===== src/rtl/stc_pkg.sv =====
package stc_pkg;
  localparam int unsigned CODE_W   = 3;
  localparam int unsigned CONV_HT  = 25;

  typedef enum logic [1:0] {ST_IDLE, ST_SAMP, ST_CONV} stc_state_e;

  // sampling length in half-cycle ticks: 2 * (whole cycles) + 1
  function automatic int unsigned code_halfticks(input logic [CODE_W-1:0] code);
    int unsigned whole;
    case (code)
      3'd0: whole = 1;
      3'd1: whole = 3;
      3'd2: whole = 7;
      3'd3: whole = 12;
      3'd4: whole = 19;
      3'd5: whole = 39;
      3'd6: whole = 79;
      default: whole = 160;
    endcase
    return 2 * whole + 1;
  endfunction
endpackage


===== src/rtl/stc_preset_mux.sv =====
module stc_preset_mux
  import stc_pkg::*;
#(
  parameter int NCH   = 16,
  parameter int CNT_W = 9,
  localparam int CH_W = (NCH > 1) ? $clog2(NCH) : 1
) (
  input  logic [CH_W-1:0]   chan,
  input  logic [CODE_W-1:0] preset_a,
  input  logic [CODE_W-1:0] preset_b,
  input  logic [NCH-1:0]    preset_pick,
  output logic [CNT_W-1:0]  samp_len
);
  logic [CODE_W-1:0] code_sel;
  int unsigned       ht;

  always_comb begin
    code_sel = preset_pick[chan] ? preset_b : preset_a;
    ht       = code_halfticks(code_sel);
    samp_len = ht[CNT_W-1:0];
  end
endmodule


===== src/rtl/stc_phase_timer.sv =====
module stc_phase_timer
  import stc_pkg::*;
#(
  parameter int CNT_W = 9
) (
  input  logic             clk,
  input  logic             rst,
  input  logic             half_tick,
  input  logic             start,
  input  logic [CNT_W-1:0] samp_len,
  output logic             sample_en,
  output logic             busy,
  output logic             done,
  output logic             samp_end
);
  localparam logic [CNT_W-1:0] CONV_LEN = CNT_W'(CONV_HT);
  localparam logic [CNT_W-1:0] ONE      = CNT_W'(1);

  stc_state_e       state;
  logic [CNT_W-1:0] cnt;

  assign samp_end = (state == ST_SAMP) && half_tick && (cnt == ONE);

  always_ff @(posedge clk) begin
    if (rst) begin
      state     <= ST_IDLE;
      cnt       <= '0;
      sample_en <= 1'b0;
      busy      <= 1'b0;
      done      <= 1'b0;
    end else begin
      done <= 1'b0;
      case (state)
        ST_IDLE: begin
          if (start) begin
            state     <= ST_SAMP;
            cnt       <= samp_len;
            sample_en <= 1'b1;
            busy      <= 1'b1;
          end
        end
        ST_SAMP: begin
          if (half_tick) begin
            if (cnt == ONE) begin
              state     <= ST_CONV;
              cnt       <= CONV_LEN;
              sample_en <= 1'b0;
            end else begin
              cnt <= cnt - ONE;
            end
          end
        end
        ST_CONV: begin
          if (half_tick) begin
            if (cnt == ONE) begin
              state <= ST_IDLE;
              cnt   <= '0;
              busy  <= 1'b0;
              done  <= 1'b1;
            end else begin
              cnt <= cnt - ONE;
            end
          end
        end
        default: state <= ST_IDLE;
      endcase
    end
  end
endmodule


===== src/rtl/stc_eos_flag.sv =====
module stc_eos_flag (
  input  logic clk,
  input  logic rst,
  input  logic set_i,
  input  logic clr_i,
  output logic flag
);
  always_ff @(posedge clk) begin
    if (rst)        flag <= 1'b0;
    else if (set_i) flag <= 1'b1;
    else if (clr_i) flag <= 1'b0;
  end
endmodule


===== src/rtl/stc_sample_timer.sv =====
module stc_sample_timer
  import stc_pkg::*;
#(
  parameter int NCH   = 16,
  parameter int CNT_W = 9,
  localparam int CH_W = (NCH > 1) ? $clog2(NCH) : 1
) (
  input  logic              clk,
  input  logic              rst,
  input  logic              half_tick,
  input  logic              start,
  input  logic [CH_W-1:0]   chan,
  input  logic [CODE_W-1:0] preset_a,
  input  logic [CODE_W-1:0] preset_b,
  input  logic [NCH-1:0]    preset_pick,
  input  logic              eos_clr,
  output logic              sample_en,
  output logic              busy,
  output logic              done,
  output logic              eos_flag
);
  logic [CNT_W-1:0] samp_len;
  logic             samp_end;
  logic             start_ok;

  assign start_ok = start && !busy;

  stc_preset_mux #(.NCH(NCH), .CNT_W(CNT_W)) u_mux (
    .chan(chan), .preset_a(preset_a), .preset_b(preset_b),
    .preset_pick(preset_pick), .samp_len(samp_len)
  );

  stc_phase_timer #(.CNT_W(CNT_W)) u_timer (
    .clk(clk), .rst(rst), .half_tick(half_tick), .start(start_ok),
    .samp_len(samp_len), .sample_en(sample_en), .busy(busy),
    .done(done), .samp_end(samp_end)
  );

  stc_eos_flag u_eos (
    .clk(clk), .rst(rst), .set_i(samp_end), .clr_i(eos_clr), .flag(eos_flag)
  );
endmodule


===== config.mk =====
export PLATFORM = sky130hd
export DESIGN_NAME = stc_sample_timer
export DESIGN_NICKNAME = d
export VERILOG_FILES = /design/src/rtl/stc_pkg.sv /design/src/rtl/stc_preset_mux.sv /design/src/rtl/stc_phase_timer.sv /design/src/rtl/stc_eos_flag.sv /design/src/rtl/stc_sample_timer.sv
export SDC_FILE = /design/constraint.sdc
export NUM_CORES = 1
export LEC_CHECK = 0
export ABC_AREA = 1
export BUFFER_PORTS_ARGS = -buffer_cell sky130_fd_sc_hd__buf_2
export CORE_AREA = 2 2 64 48
export CTS_CLUSTER_SIZE = 40
export DETAILED_ROUTE_END_ITERATION = 12
export DIE_AREA = 0 0 66 50
export PLACE_DENSITY_LB_ADDON = 0.2
export SLEW_MARGIN = 20
export SYNTH_ARGS = -nofsm -noshare
export SYNTH_HDL_FRONTEND = slang
export SYNTH_SLANG_ARGS = --single-unit

===== constraint.sdc =====
create_clock -name clk -period 2.01 [get_ports clk]
set_input_delay 0.1005 -clock clk [delete_from_list [all_inputs] [get_ports clk]]
set_output_delay 0.1005 -clock clk [all_outputs]
set_load 0.1 [all_outputs]

-- Yosys cells after proc, flatten, opt, wreduce, memory -nomap -nowiden
Index checks and enable logic that the tools add are counted.
- input port bits: 31
- logic and storage cells: 64
- output and inout port bits: 4
- flip-flop bits (word level): 15
- add/subtract/negate cells: 2
- muxes and demuxes: 24
- bitwise gates (word level): 2
- equal/unequal tests: 14
- reductions and logical operators: 15
- order comparisons: 1
- operators by type and width (cell ; count):
    case mux 8 bit (7 select lines) ; 1
    two-way mux 9 bit ; 5
    case mux 9 bit (3 select lines) ; 1
    AND reduction 4 bit ; 3
    two-way mux 2 bit ; 5
    adder 9 x 1 -> 9 bit (second input constant) ; 1
    == test 3 bit (second input constant) ; 3
    == test 9 x 1 -> 1 bit (second input constant) ; 1
    subtractor 9 x 1 -> 9 bit (second input constant) ; 1
    inequality test 2 bit (second input constant) ; 4
    two-way mux 1 bit ; 7
    == test 3 x 2 -> 1 bit (second input constant) ; 2
    case mux 2 bit (3 select lines) ; 1
    nonzero test 2 bit ; 3
    less-than comparator 4 x 5 -> 1 bit (second input constant) ; 1
    AND reduction 5 bit ; 1
    binary-select mux 1 bit (select 4 bit) ; 1
    case mux 1 bit (2 select lines) ; 2
    == test 3 x 1 -> 1 bit (second input constant) ; 1
    logical AND 1 bit ; 3
    logical NOT 3 bit ; 1
    two-way mux 3 bit ; 1
    nonzero test 3 bit ; 1
    OR reduction 3 bit ; 1
    other kinds (6) ; 7

-- Logic depth before layout (Yosys ltp)
Gate-level depths: netlist (run 1).
- depth after elaboration: 8
- mapped depth: 15
- gate-level depth less buffers: 14

-- Modules after synthesis
From an unflattened synthesis (run 1), not the netlist that was laid out.
- cell total of the unflattened synthesis: 235
- area total of the unflattened synthesis: 1539.0 µm²
- by module, submodules not included (module ; times used ; sequential area each (µm²) ; cells each ; area an instance (µm²)):
    stc_phase_timer ; 1 ; 280.3 ; 145 ; 983.4
    stc_preset_mux ; 1 ; 0.0 ; 83 ; 505.5
    stc_eos_flag ; 1 ; 20.0 ; 5 ; 40.0
    stc_sample_timer ; 1 ; 0.0 ; 2 ; 10.0

-- Worst setup path before layout (run 1)
Ideal clock, no wire load.
- path kind: reg-to-reg
- start point: reg u_timer.busy
- end point: reg u_timer.cnt[2]
- cell stages (with the launch flop): 11
- slack: 0.080 ns
- path buffers: 1
- clock period less this slack: 1.930 ns
- data required time: 1.888 ns
- library setup time: 0.122 ns
- data arrival time: 1.808 ns
- cells stage by stage: dfxtp_1 -> inv_1 -> nand2_1 -> nand2_1 -> inv_1 -> nor2_1 -> inv_1 -> nor3_2 -> buf_2 -> o21ai_0 -> a21oi_2
- longest elaborated chain between the ends: 4
- ends and longest elaborated chain (what ; RTL line ; RTL):
    from (decl) ; stc_phase_timer.sv:12 ; output logic busy,
    from (signal assigned) ; stc_phase_timer.sv:29 ; busy <= 1'b0;
    from (signal assigned) ; stc_phase_timer.sv:39 ; busy <= 1'b1;
    from (signal assigned) ; stc_phase_timer.sv:58 ; busy <= 1'b0;
    logical NOT 1 bit ; stc_sample_timer.sv:26 ; assign start_ok = start && !busy;
    logical AND 1 bit ; stc_sample_timer.sv:26 ;
    inequality test 2 bit (no source line) ; -- ;
    AND reduction 4 bit (no source line) ; -- ;
    to (signal assigned) ; stc_phase_timer.sv:37 ; cnt <= samp_len;
    to (signal assigned) ; stc_phase_timer.sv:49 ; cnt <= cnt - ONE;
    to (signal assigned) ; stc_phase_timer.sv:61 ; cnt <= cnt - ONE;
    to (decl) ; stc_phase_timer.sv:20 ; logic [CNT_W-1:0] cnt;
No other way between the ends.
A chain may end at the register's enable or synchronous reset.

-- Worst setup path after layout (run 1)
- start point: reg u_timer.state[0]
- end point: reg u_timer.cnt[6]
- longest elaborated chain between the ends: 3
- elaborated cells between the ends (all ways): 9
- classes of those cells: 5 x eq/ne; 1 x mux; 3 x reduce/logical
- ends and longest elaborated chain (what ; RTL line ; RTL):
    from (decl) ; stc_phase_timer.sv:19 ; stc_state_e state;
    from (signal assigned) ; stc_phase_timer.sv:26 ; state <= ST_IDLE;
    from (signal assigned) ; stc_phase_timer.sv:36 ; state <= ST_SAMP;
    from (signal assigned) ; stc_phase_timer.sv:45 ; state <= ST_CONV;
    == test 2 bit (tied with other cells) ; stc_phase_timer.sv:33 ; case (state)
    inequality test 2 bit (no source line) or nonzero test 3 bit (tied branches) ; -- ;
    AND reduction 4 bit (no source line) ; -- ;
Several ways; a longest one is shown, not always the timed one.

==> results of run 1 <==
-- cell families after synthesis --
family / Yosys count / synth area share [%]
xor+xnor: 1 / 0.639
fa+ha+maj: 6 / 5.48
simple gates: 120 / 42.5
compound gates: 36 / 15.2
flops: 15 / 21.9
buf+inv: 48 / 14.3
-- sequential cells by signal, indices dropped and copies added, names as in the netlist --
name	count
u_timer.cnt	9
u_timer.busy	1
u_eos.flag	1
u_timer.done	1
u_timer.state	2
u_timer.sample_en	1
-- worst reg2reg max path, cell delays in order (launching register included) --
cell and delay (ns):
dfxtp_1 0.36, inv_1 0.09, ha_1 0.25, nand2_1 0.10, inv_1 0.06, nor2_1 0.09
inv_1 0.07, nor3_2 0.13, buf_6 0.18, inv_1 0.10, o21ai_0 0.18, a21oi_1 0.08
-- final timing paths --
path                                                    start                          end  slack, ns  cells past startpoint
worst max-delay path            u_timer.state[0]$_SDFFE_PP0P_  u_timer.cnt[6]$_SDFFE_PP0P_       0.22                     11
worst min-delay path                                  eos_clr      u_eos.flag$_SDFFE_PP0P_       0.09                      4
worst max register to register  u_timer.state[0]$_SDFFE_PP0P_  u_timer.cnt[6]$_SDFFE_PP0P_       0.22                     11
worst min register to register        u_eos.flag$_SDFFE_PP0P_      u_eos.flag$_SDFFE_PP0P_       0.47                      2
-- cell usage in the layout (no fill, tap or decap) --
cell      synthesis  final
nand2_1          52     52
inv_1            45     45
buf_2             1     34
nand3_1          25     25
nor2_1           19     19
o21ai_0          17     17
dfxtp_1          15     15
a21oi_1          10      9
nand2_2           8      8
a21oi_2           5      6
ha_1              6      6
nor3_1            3      3
clkbuf_8          0      3
or2_2             2      2
nand4_1           2      2
nand3_4           2      2
nand2_4           2      2
nand3b_1          2      2
a31oi_1           2      2
inv_8             1      1
nor3_2            1      1
xnor2_1           1      1
o31ai_1           1      1
nor2_4            1      1
nor4_1            1      1
a31o_2            1      1
clkbuf_1          0      1
buf_6             1      1
-- layer usage --
layer  GRT usage, %  vias up  part of all wire (%)
met4           7.14        0                   1.2
met1           34.0      653                    52
met3           5.71        5                   7.1
met5              0        -                     0
li1               -      791                     -
met2           31.8       43                    40
-- stage by stage --
stage,instance area [um^2],power [W],utilization [%]
after floorplan,1370,0.00145,-
after global placement,1580,0.00169,58.8
after detailed placement,1580,0.00170,58.8
after CTS,1620,0.00197,60.4
after global routing,1630,0.00219,60.7
final,1630,0.00200,60.7
-- repair_timing --
action / 4_1_cts / 5_1_grt
setup endpoints to repair: 0 / 2
gates resized for setup: 0 / 2
setup buffers: 0 / 0
-- final cells by class --
type	count	area (um^2)
fillers	294	1050
multi-input cells	163	877
flip-flops and latches	15	300
repair buffers	35	181
inverters	46	180
clock buffers	4	45.0
well taps	36	45.0
-- power by group --
part	total [W]	internal, W	switching, W
logic	0.00125	0.000421	0.000831
clock network	0.000257	0.000141	0.000116
registers	0.000490	0.000399	0.0000904
==> flow_summary_export.csv, run 1 <==
group,metric,value,unit
clocking,clk_pin_slew,0.06,ns
timing,rsz0062_at_grt,"no",
place,gp_congestion,0.852,
drt,first_pass_iters,4,
global_route,antenna_found_initial,0,
drt,vias,1492,
critical_path,cpLargestDelayFamily,"buffers and inverters",
timing,timing.setup.tns,0,ns
critical_path,end_kind,"flop",
timing,slew_headroom,67.8,%
clocking,htreeDepth,1,
final_layout,fin_cells,299,
timing,setup_violations,0,
yosys,ys_async_sr_fraction,0,%
critical_path,startpoint_type,"flop",
drt,drt_wl_total,3250,um
yosys,yosys_most_used_dff,"dfxtp_1",
final_layout,areaGrowthSynthToFinish,18.9,%
timing,fin_ws,0.216,ns
yosys,avgSynthCellArea,6.06,um^2
status,status,"completed",
yosys,synth_common_cells,"nand2_1, inv_1, nand3_1",
yosys,synthCells,226,
clocking,tritoncts,"yes",
timing,fin_crit_sh,89.3,%
final_layout,nets,301,
timing,worst_slew_pin_slew,0.486,ns
critical_path,crit_fanout,16,
timing,holdWs,0.0932,ns
yosys,synth.most_common_cell,"nand2_1",
timing,slew_violations,0,
clocking,hold_buffers,0,
pwr,p_leak,0.885,nW
pwr,power.density,1230,nW/um^2
yosys,synth_top_cell_by_area,"dfxtp_1",
clocking,cts.sinks,15,
floorplan,die_height,50,um
yosys,ys_types,26,
critical_path,critical_path_class,"flop to flop",
yosys,synth_edf_count,0,
critical_path,crit_chain,"inv_1, ha_1, nand2_1, inv_1, nor2_1, inv_1, nor3_2, buf_6, inv_1, o21ai_0, a21oi_1",
global_route,grt_max_degree,17,
critical_path,critical-path-slowest-cell,"dfxtp_1",
floorplan,core,2680,um^2
drt,drt_iter0_drc,80,
global_route,grt_overflow,0,
critical_path,crit_arrival,1.94,ns
floorplan,io_pins,35,
global_route,grt.total_usage,22.8,%
place,dp_hpwl,2580,um
drt,drc,0,
timing,fin_worst_skew,0.00133,ns
global_route,grt_pass1_vias,1290,
yosys,syn_nets,263,
yosys,synth_area,1370,um^2
min_path,min_path_type,"input pin to flop",
critical_path,path_buf_inv,5,
timing,hold_violations,0,
floorplan,start_util,51.1,%
drt,post_drt_via_cell_ratio,4.99,
yosys,yosys_register_bits,15,
floorplan,die_x,66,um
yosys,ys_seq_area_share,21.9,%
yosys,yosys_warnings,0,
critical_path,crit_required,2.16,ns
pwr,peakVddDrop,0.765,mV
clocking,clock_latency,0.26,ns
global_route,grt_pass1_wl,5750,um
critical_path,crit_top_cell,"inv_1",
floorplan,die_area,3300,um^2
drt,antenna_left,0,
yosys,synth.top_cell.area_share,21.9,%
place,pre_cts_slack,0.244,ns
drt,wire_per_inst,10.9,um
run,max_cap_viol_count,0,
clocking,root_buffer,"clkbuf_8",
yosys,synthTopCellsByArea,"dfxtp_1, nand2_1, inv_1",
clocking,cts-buffers-inserted,3,
timing,fin_crit,1.79,ns
critical_path,slowest_delay,0.36,ns
place,dp_cells,295,
floorplan,rows,16,
final_layout,layout-drive-gt1-share,23.6,%
final_layout,n_antenna_cell,0,
place,portBuffers,34,
timing,clock.fmax,0.557,GHz
clocking,cts_max_path_buffers,2,
No activity file was read; power rests on OpenSTA's default activity.
==> inputs of run 2 (changes only) <==
--- a/config.mk
+++ b/config.mk
@@ -5,12 +5,12 @@
 export SDC_FILE = /design/constraint.sdc
 export NUM_CORES = 1
 export LEC_CHECK = 0
-export ABC_AREA = 1
+export ABC_AREA = 0
 export BUFFER_PORTS_ARGS = -buffer_cell sky130_fd_sc_hd__buf_2
-export CORE_AREA = 2 2 64 48
+export CORE_AREA = 2 2 66 49
 export CTS_CLUSTER_SIZE = 40
 export DETAILED_ROUTE_END_ITERATION = 12
-export DIE_AREA = 0 0 66 50
+export DIE_AREA = 0 0 68 51
 export PLACE_DENSITY_LB_ADDON = 0.2
 export SLEW_MARGIN = 20
 export SYNTH_ARGS = -nofsm -noshare
==> flow_summary_export.csv, run 2 <==
group,metric,value,unit
yosys,yosys_most_used_dff,"dfxtp_1",
floorplan,die_area,3470,um^2
drt,antenna_left,0,
yosys,synth_common_cells,"nor2_1, a21oi_1, dfxtp_1",
timing,clock.fmax,0.520,GHz
critical_path,rr_startpoint,"u_timer.state[1]$_SDFFE_PP0P_",
final_layout,largest_reg_flops,9,
yosys,avgSynthCellArea,8.15,um^2
global_route,top_usage_layer,"met2",
global_route,grt_max_degree,19,
pwr,p_leak,0.765,nW
global_route,grt_pass1_vias,1419,
clocking,clock_latency,0.25,ns
final_layout,layout_commonest_cell,"buf_2",
critical_path,crit_start,"u_timer.state[1]$_SDFFE_PP0P_",
critical_path,crit_required,2.18,ns
yosys,ys_async_sr_fraction,0,%
yosys,ys_seq_area_share,20.8,%
place,placedInstanceArea,1690,um^2
floorplan,core,2940,um^2
critical_path,cp.depth,7,
drt,vias,1512,
critical_path,crit_arrival,2.09,ns
yosys,synth.most_common_cell,"nor2_1",
drt,drt_iter0_drc,176,
timing,setup_violations,0,
timing,timing.setup.tns,0,ns
drt,wire_per_inst,15.9,um
final_layout,utilization,59.3,%
clocking,tritoncts,"yes",
clocking,htreeDepth,1,
place,gp_congestion,0.934,
critical_path,ff2ff_setup_slack,0.09,ns
global_route,grt_pass1_wl,6650,um
clocking,cts-buffers-inserted,3,
clocking,cts.sinks,15,
timing,slew_headroom,60.7,%
place,dp_cells,250,
clocking,root_buffer,"clkbuf_8",
floorplan,io_pins,35,
floorplan,die_height,51,um
critical_path,slowest_delay,0.40,ns
global_route,antenna_found_initial,0,
critical_path,crit_path_end,"u_timer.cnt[3]$_SDFFE_PP0P_",
min_path,min_path_type,"input pin to flop",
floorplan,start_util,49.1,%
global_route,met2_usage,38.8,%
yosys,synthTopCellsByArea,"dfxtp_1, mux4_1, a21oi_1",
run,max_cap_viol_count,0,
timing,slew_violations,0,
critical_path,critical-path-slowest-cell,"dfxtp_1",
final_layout,mostFrequentLayoutCells,"buf_2, nor2_1, a21oi_1",
critical_path,crit_chain,"inv_1, ha_1, o21bai_1, o211ai_1, nor3_2, o21ai_0, o22ai_1",
min_path,min_from,"eos_clr",
timing,hold_violations,0,
final_layout,nets,254,
yosys,synth_edf_count,0,
critical_path,startpoint_type,"flop",
final_layout,reg_top3,"u_timer.cnt (9), u_timer.state (2)",
drt,first_pass_iters,4,
global_route,grt_use_met3,5.51,%
pwr,power.density,987,nW/um^2
timing,fin_worst_skew,0.00133,ns
final_layout,postLayoutCellArea,1740,um^2
yosys,synth_area,1440,um^2
critical_path,r2r_cells,7,
floorplan,rows,17,
floorplan,die_x,68,um
place,dp_hpwl,3200,um
min_path,hold_path_depth,4,
yosys,yosys_register_bits,15,
yosys,ys_types,51,
timing,worst_slew_pin_slew,0.587,ns
final_layout,fill_cells,278,
global_route,met1_usage,37.2,%
critical_path,crit_fanout,6,
critical_path,r2r-end,"u_timer.cnt[3]$_SDFFE_PP0P_",
drt,drt_wl_total,4040,um
yosys,synthCells,177,
timing,fin_crit_sh,95.6,%
clocking,clk_pin_slew,0.06,ns
global_route,grt.total_usage,25.3,%
timing,rsz0062_at_grt,"yes",
yosys,syn_nets,214,
clocking,cts_max_path_buffers,2,
final_layout,fin_cells,254,
critical_path,path_buf_inv,1,
pwr,finalPower,0.00172,W
pwr,peakVddDrop,0.672,mV
drt,post_drt_via_cell_ratio,5.95,
yosys,yosys_warnings,0,
yosys,synth.top_cell.area_share,20.8,%
global_route,grt_overflow,0,
final_layout,n_antenna_cell,0,
place,portBuffers,34,
final_layout,areaGrowthSynthToFinish,20.7,%
critical_path,end_kind,"flop",
yosys,synth_top_cell_by_area,"dfxtp_1",
critical_path,cpLargestDelayFamily,"compound AO/OA/AOI/OAI gates",
critical_path,critical_path_class,"flop to flop",
status,status,"completed",
timing,fin_crit,1.92,ns
drt,drc,0,
final_layout,layout-drive-gt1-share,26.9,%
final_layout,top_register,"u_timer.cnt",
==> run 2: cell types whose count changed after synthesis, sizes merged, moves of 4 or more <==
cell / before / now
nand3: 27 / 6
inv: 46 / 10
mux2i: 0 / 9
mux4: 0 / 4
o21ai: 17 / 10
nand2: 62 / 14
clkbuf: 0 / 5
==> run 2: logic make-up (layout without fill, tap and decap cells) <==
family          count (synthesis)  after routing  synth area share [%]
fa+ha+maj                       6              6                  5.20
mux                            15             15                  17.6
xor+xnor                        4              4                  2.43
compound gates                 55             55                  25.8
flops                          15             15                  20.8
buf+inv                        15             54                  3.90
simple gates                   67             67                  24.3
==> run 2: worst min-delay path by stage <==
| stage | end | slack, ns |
|---|---|---|
| after floorplan | u_timer.done$_SDFF_PP0_ | 0.26 |
| after global placement | u_eos.flag$_SDFFE_PP0P_ | 0.39 |
| after detailed placement | u_eos.flag$_SDFFE_PP0P_ | 0.39 |
| after CTS | u_eos.flag$_SDFFE_PP0P_ | 0.14 |
| after global routing | u_eos.flag$_SDFFE_PP0P_ | 0.17 |
| final | u_eos.flag$_SDFFE_PP0P_ | 0.13 |
==> run 2: power breakdown <==
group          switching, W  total (W)  internal, W
combinational      0.000634    0.00103     0.000392
clock              0.000112   0.000253     0.000141
sequential        0.0000777   0.000440     0.000363
==> run 2: stage by stage <==
step / worst slack [ns] / hold WS (ns)
3_3_place_gp: 0.121 / 0.393
6_report: 0.0880 / 0.129
5_1_grt: -0.0257 / 0.171
3_5_place_dp: 0.0554 / 0.391
2_1_floorplan: 0.156 / 0.264
4_1_cts: 0.0753 / 0.138
==> run 2: worst register-to-register path, cell delays in order, from the launching register on <==
cell	delay (ns)
dfxtp_1	0.40
inv_1	0.10
ha_1	0.24
o21bai_1	0.23
o211ai_1	0.29
nor3_2	0.27
o21ai_0	0.15
o22ai_1	0.17
==> run 2: area by class of cell <==
class | count | area [um^2] | area share, %
Multi-Input combinational cell | 147 | 1090 | 62.9
Sequential cell | 15 | 302 | 17.3
Timing Repair Buffer | 40 | 215 | 12.4
Tap cell | 38 | 47.5 | 2.73
Clock buffer | 4 | 45.0 | 2.59
Inverter | 10 | 37.5 | 2.16
==> run 2: routing by layer <==
layer	vias up	wire length (um)
met4	0	16
li1	756	-
met5	-	0
met3	4	337
met1	694	1920
met2	58	1770
==> run 2: what timing repair did <==
item	CTS	global route
endpoints found under the setup margin	0	4
gates resized for setup	0	5
hold buffers	0	0
setup buffers	0	0
